$ cat config.mk
export PLATFORM = sky130hd
export DESIGN_NAME = mfd_frame_rx
export DESIGN_NICKNAME = d
export VERILOG_FILES = /design/src/rtl/mfd_pkg.sv /design/src/rtl/mfd_line_step.sv /design/src/rtl/mfd_out_reg.sv /design/src/rtl/mfd_frame_rx.sv
export SDC_FILE = /design/constraint.sdc
export NUM_CORES = 1
export LEC_CHECK = 0
export BUFFER_PORTS_ARGS = -buffer_cell sky130_fd_sc_hd__buf_2
export CORE_MARGIN = 2
export CORE_UTILIZATION = 62
export CTS_CLUSTER_SIZE = 24
export DETAILED_ROUTE_END_ITERATION = 10
export PLACE_DENSITY = 0.81
export SYNTH_ARGS = -nofsm -noshare
export SYNTH_HDL_FRONTEND = slang
export SYNTH_SLANG_ARGS = --single-unit
export TNS_END_PERCENT = 50
$ cat constraint.sdc
create_clock -name clk -period 7.3 [get_ports clk]
set_input_delay 1.46 -clock clk [delete_from_list [all_inputs] [get_ports clk]]
set_output_delay 1.46 -clock clk [all_outputs]
set_load 0.01 [all_outputs]
$ cat src/rtl/mfd_pkg.sv
package mfd_pkg;
  localparam int DATA_W = 8;
  typedef enum logic {ST_HUNT = 1'b0, ST_PAYLOAD = 1'b1} mfd_mode_t;
endpackage

$ cat src/rtl/mfd_line_step.sv
// Consumes one line bit: sync hunt, pair decode, byte assembly.
module mfd_line_step
  import mfd_pkg::*;
#(
  parameter int SYNC_W = 16,
  parameter logic [SYNC_W-1:0] SYNC_WORD = 16'hAAD5,
  parameter int PAY_BYTES = 4,
  parameter int BC_W = 2,
  localparam int LW = 2 * SYNC_W
) (
  input  logic              en,
  input  logic              bit_in,
  input  mfd_mode_t         mode_i,
  input  logic [LW-1:0]     win_i,
  input  logic              hv_i,
  input  logic              hb_i,
  input  logic [DATA_W-1:0] acc_i,
  input  logic [2:0]        nbit_i,
  input  logic [BC_W-1:0]   nbyte_i,
  output mfd_mode_t         mode_o,
  output logic [LW-1:0]     win_o,
  output logic              hv_o,
  output logic              hb_o,
  output logic [DATA_W-1:0] acc_o,
  output logic [2:0]        nbit_o,
  output logic [BC_W-1:0]   nbyte_o,
  output logic              done_o,
  output logic [DATA_W-1:0] byte_o,
  output logic              last_o
);
  logic [LW-1:0] pat;
  logic [LW-1:0] shifted;

  for (genvar g = 0; g < SYNC_W; g++) begin : g_pat
    assign pat[2*g+1] = SYNC_WORD[g];
    assign pat[2*g]   = ~SYNC_WORD[g];
  end

  assign shifted = {win_i[LW-2:0], bit_in};

  always_comb begin
    mode_o  = mode_i;
    win_o   = win_i;
    hv_o    = hv_i;
    hb_o    = hb_i;
    acc_o   = acc_i;
    nbit_o  = nbit_i;
    nbyte_o = nbyte_i;
    done_o  = 1'b0;
    byte_o  = {acc_i[DATA_W-2:0], hb_i};
    last_o  = 1'b0;
    if (en) begin
      if (mode_i == ST_HUNT) begin
        win_o = shifted;
        if (shifted == pat) begin
          mode_o  = ST_PAYLOAD;
          win_o   = '0;
          hv_o    = 1'b0;
          nbit_o  = '0;
          nbyte_o = '0;
        end
      end else if (!hv_i) begin
        hv_o = 1'b1;
        hb_o = bit_in;
      end else begin
        hv_o = 1'b0;
        if (hb_i == bit_in) begin
          mode_o  = ST_HUNT;
          win_o   = '0;
          nbit_o  = '0;
          nbyte_o = '0;
        end else begin
          acc_o  = {acc_i[DATA_W-2:0], hb_i};
          nbit_o = nbit_i + 3'd1;
          if (nbit_i == 3'd7) begin
            done_o = 1'b1;
            if (nbyte_i == BC_W'(PAY_BYTES - 1)) begin
              last_o  = 1'b1;
              mode_o  = ST_HUNT;
              win_o   = '0;
              nbyte_o = '0;
            end else begin
              nbyte_o = nbyte_i + BC_W'(1);
            end
          end
        end
      end
    end
  end
endmodule

$ cat src/rtl/mfd_out_reg.sv
// One-entry output holding register with valid/ready.
module mfd_out_reg #(
  parameter int DW = 8
) (
  input  logic          clk,
  input  logic          rst_n,
  input  logic          load,
  input  logic [DW-1:0] ld_data,
  input  logic          ld_last,
  input  logic          out_ready,
  output logic          out_valid,
  output logic [DW-1:0] out_data,
  output logic          out_last
);
  always_ff @(posedge clk) begin
    if (!rst_n) begin
      out_valid <= 1'b0;
      out_data  <= '0;
      out_last  <= 1'b0;
    end else if (load) begin
      out_valid <= 1'b1;
      out_data  <= ld_data;
      out_last  <= ld_last;
    end else if (out_ready) begin
      out_valid <= 1'b0;
    end
  end
endmodule

$ cat src/rtl/mfd_frame_rx.sv
module mfd_frame_rx
  import mfd_pkg::*;
#(
  parameter int MAX_BITS = 3,
  parameter int SYNC_W = 16,
  parameter logic [SYNC_W-1:0] SYNC_WORD = 16'hAAD5,
  parameter int PAY_BYTES = 4,
  localparam int CNT_W = $clog2(MAX_BITS + 1),
  localparam int BC_W = (PAY_BYTES > 1) ? $clog2(PAY_BYTES) : 1,
  localparam int LW = 2 * SYNC_W
) (
  input  logic                clk,
  input  logic                rst_n,
  input  logic                in_valid,
  output logic                in_ready,
  input  logic [MAX_BITS-1:0] in_bits,
  input  logic [CNT_W-1:0]    in_cnt,
  output logic                out_valid,
  input  logic                out_ready,
  output logic [DATA_W-1:0]   out_data,
  output logic                out_last,
  output logic                frame_done
);
  mfd_mode_t         mode_q;
  logic [LW-1:0]     win_q;
  logic              hv_q, hb_q;
  logic [DATA_W-1:0] acc_q;
  logic [2:0]        nbit_q;
  logic [BC_W-1:0]   nbyte_q;

  mfd_mode_t         mode_c  [0:MAX_BITS];
  logic [LW-1:0]     win_c   [0:MAX_BITS];
  logic              hv_c    [0:MAX_BITS];
  logic              hb_c    [0:MAX_BITS];
  logic [DATA_W-1:0] acc_c   [0:MAX_BITS];
  logic [2:0]        nbit_c  [0:MAX_BITS];
  logic [BC_W-1:0]   nbyte_c [0:MAX_BITS];
  logic [MAX_BITS-1:0] done_c, last_c, en_c;
  logic [DATA_W-1:0] byte_c  [0:MAX_BITS-1];

  logic              take;
  logic              ld;
  logic [DATA_W-1:0] ld_data;
  logic              ld_last;

  assign in_ready = !out_valid || out_ready;
  assign take     = in_valid && in_ready;

  assign mode_c[0]  = mode_q;
  assign win_c[0]   = win_q;
  assign hv_c[0]    = hv_q;
  assign hb_c[0]    = hb_q;
  assign acc_c[0]   = acc_q;
  assign nbit_c[0]  = nbit_q;
  assign nbyte_c[0] = nbyte_q;

  for (genvar g = 0; g < MAX_BITS; g++) begin : g_step
    assign en_c[g] = take && (in_cnt > CNT_W'(g));
    mfd_line_step #(
      .SYNC_W(SYNC_W), .SYNC_WORD(SYNC_WORD),
      .PAY_BYTES(PAY_BYTES), .BC_W(BC_W)
    ) u_step (
      .en(en_c[g]), .bit_in(in_bits[g]),
      .mode_i(mode_c[g]), .win_i(win_c[g]), .hv_i(hv_c[g]), .hb_i(hb_c[g]),
      .acc_i(acc_c[g]), .nbit_i(nbit_c[g]), .nbyte_i(nbyte_c[g]),
      .mode_o(mode_c[g+1]), .win_o(win_c[g+1]), .hv_o(hv_c[g+1]), .hb_o(hb_c[g+1]),
      .acc_o(acc_c[g+1]), .nbit_o(nbit_c[g+1]), .nbyte_o(nbyte_c[g+1]),
      .done_o(done_c[g]), .byte_o(byte_c[g]), .last_o(last_c[g])
    );
  end

  // At most one byte can complete per beat (two data bits at most).
  always_comb begin
    ld      = 1'b0;
    ld_data = '0;
    ld_last = 1'b0;
    for (int i = 0; i < MAX_BITS; i++) begin
      if (done_c[i]) begin
        ld      = 1'b1;
        ld_data = byte_c[i];
        ld_last = last_c[i];
      end
    end
  end

  always_ff @(posedge clk) begin
    if (!rst_n) begin
      mode_q  <= ST_HUNT;
      win_q   <= '0;
      hv_q    <= 1'b0;
      hb_q    <= 1'b0;
      acc_q   <= '0;
      nbit_q  <= '0;
      nbyte_q <= '0;
    end else begin
      mode_q  <= mode_c[MAX_BITS];
      win_q   <= win_c[MAX_BITS];
      hv_q    <= hv_c[MAX_BITS];
      hb_q    <= hb_c[MAX_BITS];
      acc_q   <= acc_c[MAX_BITS];
      nbit_q  <= nbit_c[MAX_BITS];
      nbyte_q <= nbyte_c[MAX_BITS];
    end
  end

  mfd_out_reg #(.DW(DATA_W)) u_out (
    .clk(clk), .rst_n(rst_n), .load(ld), .ld_data(ld_data), .ld_last(ld_last),
    .out_ready(out_ready), .out_valid(out_valid), .out_data(out_data), .out_last(out_last)
  );

  assign frame_done = out_valid && out_ready && out_last;
endmodule

==> flow_metrics.tcl <==
set metrics [dict create \
    outcome "finished, final reports clean" \
    worstPathMaxFanout 29 \
    numCtsBuffers 5 \
    synthTopCellsByCount "dfxtp_1, nand2_1, nor2_1, o22ai_1, a22oi_1" \
    finalNonFillerCells 612 \
    areaGrowthSynthToFinish_pct 5.76 \
    hold_ws_ns 0.510 \
    drc 0 \
    grt_max_degree 31 \
    root_buffer "clkbuf_8" \
    via_per_inst 7.69 \
    yosysTopAreaCell "dfxtp_1" \
    hold_violations 0 \
    clkSlewWorstSetupHoldPaths_ns 0.11 \
    clk_latency_ns 0.32 \
    finClkSkew_ns 0.0104 \
    timing_max_transition_violations_final 0 \
    worstSetupStartpointType "input port" \
    arrival_ns 7.00 \
    setup_viol 0 \
    initial_core_util_pct 63.9 \
    startpoint "in_bits[0]" \
    yosysMostFrequentCell "dfxtp_1" \
    place_area_mm2 0.00420 \
    grt_pass1_wl_um 22400 \
    final.setup.tns_ns 0 \
    fp.dieArea_mm2 0.00721 \
    grt_use_total_pct 39.1 \
    ir_worst_vdd_mv 0.146 \
    rows 29 \
    crit_required_ns 7.49 \
    clock_path_buffers 2 \
    hp-class "reg -> reg" \
    layout-drive-gt1-share_pct 11.6 \
    synth_area_leaders "dfxtp_1, o22ai_1, a22oi_1" \
    netlist_instances 529 \
    async_flop_share_pct 0 \
    critPathKind "in -> reg" \
    design.core.area_mm2 0.00635 \
    max-slew-margin-rel_pct 14.0 \
    yosys_register_bits 56 \
    synth_warnings 0 \
    place_inst 604 \
    fmax_mhz 147 \
    syn_nets 547 \
    vias 4706 \
    holdBufCountCts 0 \
    tritoncts "done" \
    nets 552 \
    fp.dieW_um 84.9 \
    crit_end "win_q[14]" \
    grt_antenna_before_repair 0 \
    avgSynthCellArea_um2 7.67 \
    end_kind "flip-flop" \
    seq_area_frac_synth_pct 27.6 \
    fin_crit_ns 6.81 \
    post_cts_buffers 0 \
    rsz0062_at_grt "false" \
    dp_hpwl_um 10500 \
    first_pass_iters 6 \
    gp_congestion 1.00 \
    synth_area_mm2 0.00406 \
    overflow 0 \
    worst_slew_pin_slew_ns 1.28 \
    drt_iter0_drc 899 \
    yosysUniqueCellTypes 73 \
    worstReg2RegStart "win_q[6]" \
    final_util_pct 67.6 \
    rr_worst_depth 18 \
    drtAntennaViolNets 0 \
    post_cts_resized 0 \
    r2r_slack_ns 1.29 \
    wire_per_inst_um 22.9 \
    synth.top_cell.area_share_pct 27.6 \
    synth_edf_count 0 \
    port_buffers 20 \
    clock-sinks 56 \
    yosys_most_used_dff "dfxtp_1" \
    period_share_pct 93.3 \
    drt-total-wl_um 14000 \
    grt_pass1_vias 4272 \
    leakagePower_nw 1.50 \
    io_pins 21 \
    htreeDepth 2 \
    diodes 0 \
    die_h_um 84.9 \
    reg2reg_to "win_q[14]" \
    p_per_area_mw_per_mm2 141 \
    max_cap_viol_count 0 \
    post-route-cell-area_mm2 0.00429 \
]
## critical path, cell delays in order
cell	delay [ns]
buf_2	0.15
or4bb_1	0.50
or4_4	0.51
nor3_2	0.30
o21ai_0	0.20
or2_2	0.34
a22o_1	0.26
ha_1	0.21
ha_1	0.23
a222oi_1	0.37
nor2_1	0.20
a31oi_4	0.36
a22oi_1	0.20
or4_1	0.60
nor4_2	0.34
nand4b_1	0.18
nand4_1	0.12
buf_4	0.33
o22ai_1	0.14
## layer usage
layer	global-route usage, %	up-vias	routed length, µm
li1	-	2092	-
met1	56.6	2163	5670
met2	57.5	394	5940
met3	9.24	57	1940
met4	13.0	0	456
met5	0	-	0
## cell usage in the layout (no fill, tap or decap), drive strengths merged, types with 5 or more instances in the layout
cell    instances
a31oi          15
a211oi          8
nand4          10
a21oi          24
nand4b          5
inv            18
buf            31
o22ai          40
xnor2           5
dfxtp          56
nand2b          5
o21ai          32
nor3           19
ha              9
nand2          48
nor2           41
nor4            9
a22o           20
and3            5
and2            6
clkbuf          5
a22oi          31
or2             5
a32o            5
nand3          17
## where the power goes
part	switching [mW]	total, mW	internal, mW	leakage (nW)
Combinational	0.0726	0.104	0.0312	0.996
Sequential	0.00709	0.317	0.310	0.452
Clock	0.113	0.185	0.0728	0.0511
Total	0.192	0.606	0.414	1.50
## state kept, by name (all words and copies together) (netlist names)
register and flops:
u_out.out_last 1, win_q 31, mode_q 1, u_out.out_data 8, hv_q 1, nbyte_q 2, nbit_q 3, acc_q 7
hb_q 1, u_out.out_valid 1
## stage by stage
step | total power [mW] | setup WS, ns
final | 0.606 | 0.488
after floorplan | 0.392 | 1.07
after detailed placement | 0.422 | 0.274
after CTS | 0.601 | 0.589
after global placement | 0.422 | 0.427
after global routing | 0.624 | 0.281
## logic make-up after synthesis
logic type	share of synthesized area [%]
AO/OA/AOI/OAI	38.2
XOR/XNOR	1.29
flip-flops	27.6
AND/OR/NAND/NOR	24.1
adder cells (fa/ha/maj)	2.77
buffers and inverters	5.02
multiplexers	1.05
## final cells by class
cell class,instances,area [µm²]
Multi-Input combinational cell,425,2740
Fill cell,543,2060
Sequential cell,56,1120
Timing Repair Buffer,31,183
Tap cell,77,96.3
Clock buffer,5,68.8
Inverter,15,56.3
Clock inverter,3,28.8
## worst min-delay path by stage
stage                              endpoint  slack [ns]      from  depth (start not counted)
after floorplan                    acc_q[6]        0.46  acc_q[5]                          2
after global placement             acc_q[6]        0.48  acc_q[5]                          2
after detailed placement  u_out.out_data[7]        0.49  acc_q[6]                          2
after CTS                 u_out.out_data[7]        0.51  acc_q[6]                          2
after global routing      u_out.out_data[7]        0.53  acc_q[6]                          2
final                     u_out.out_data[7]        0.51  acc_q[6]                          2
Note: power is estimated with default switching activity, not from simulation.
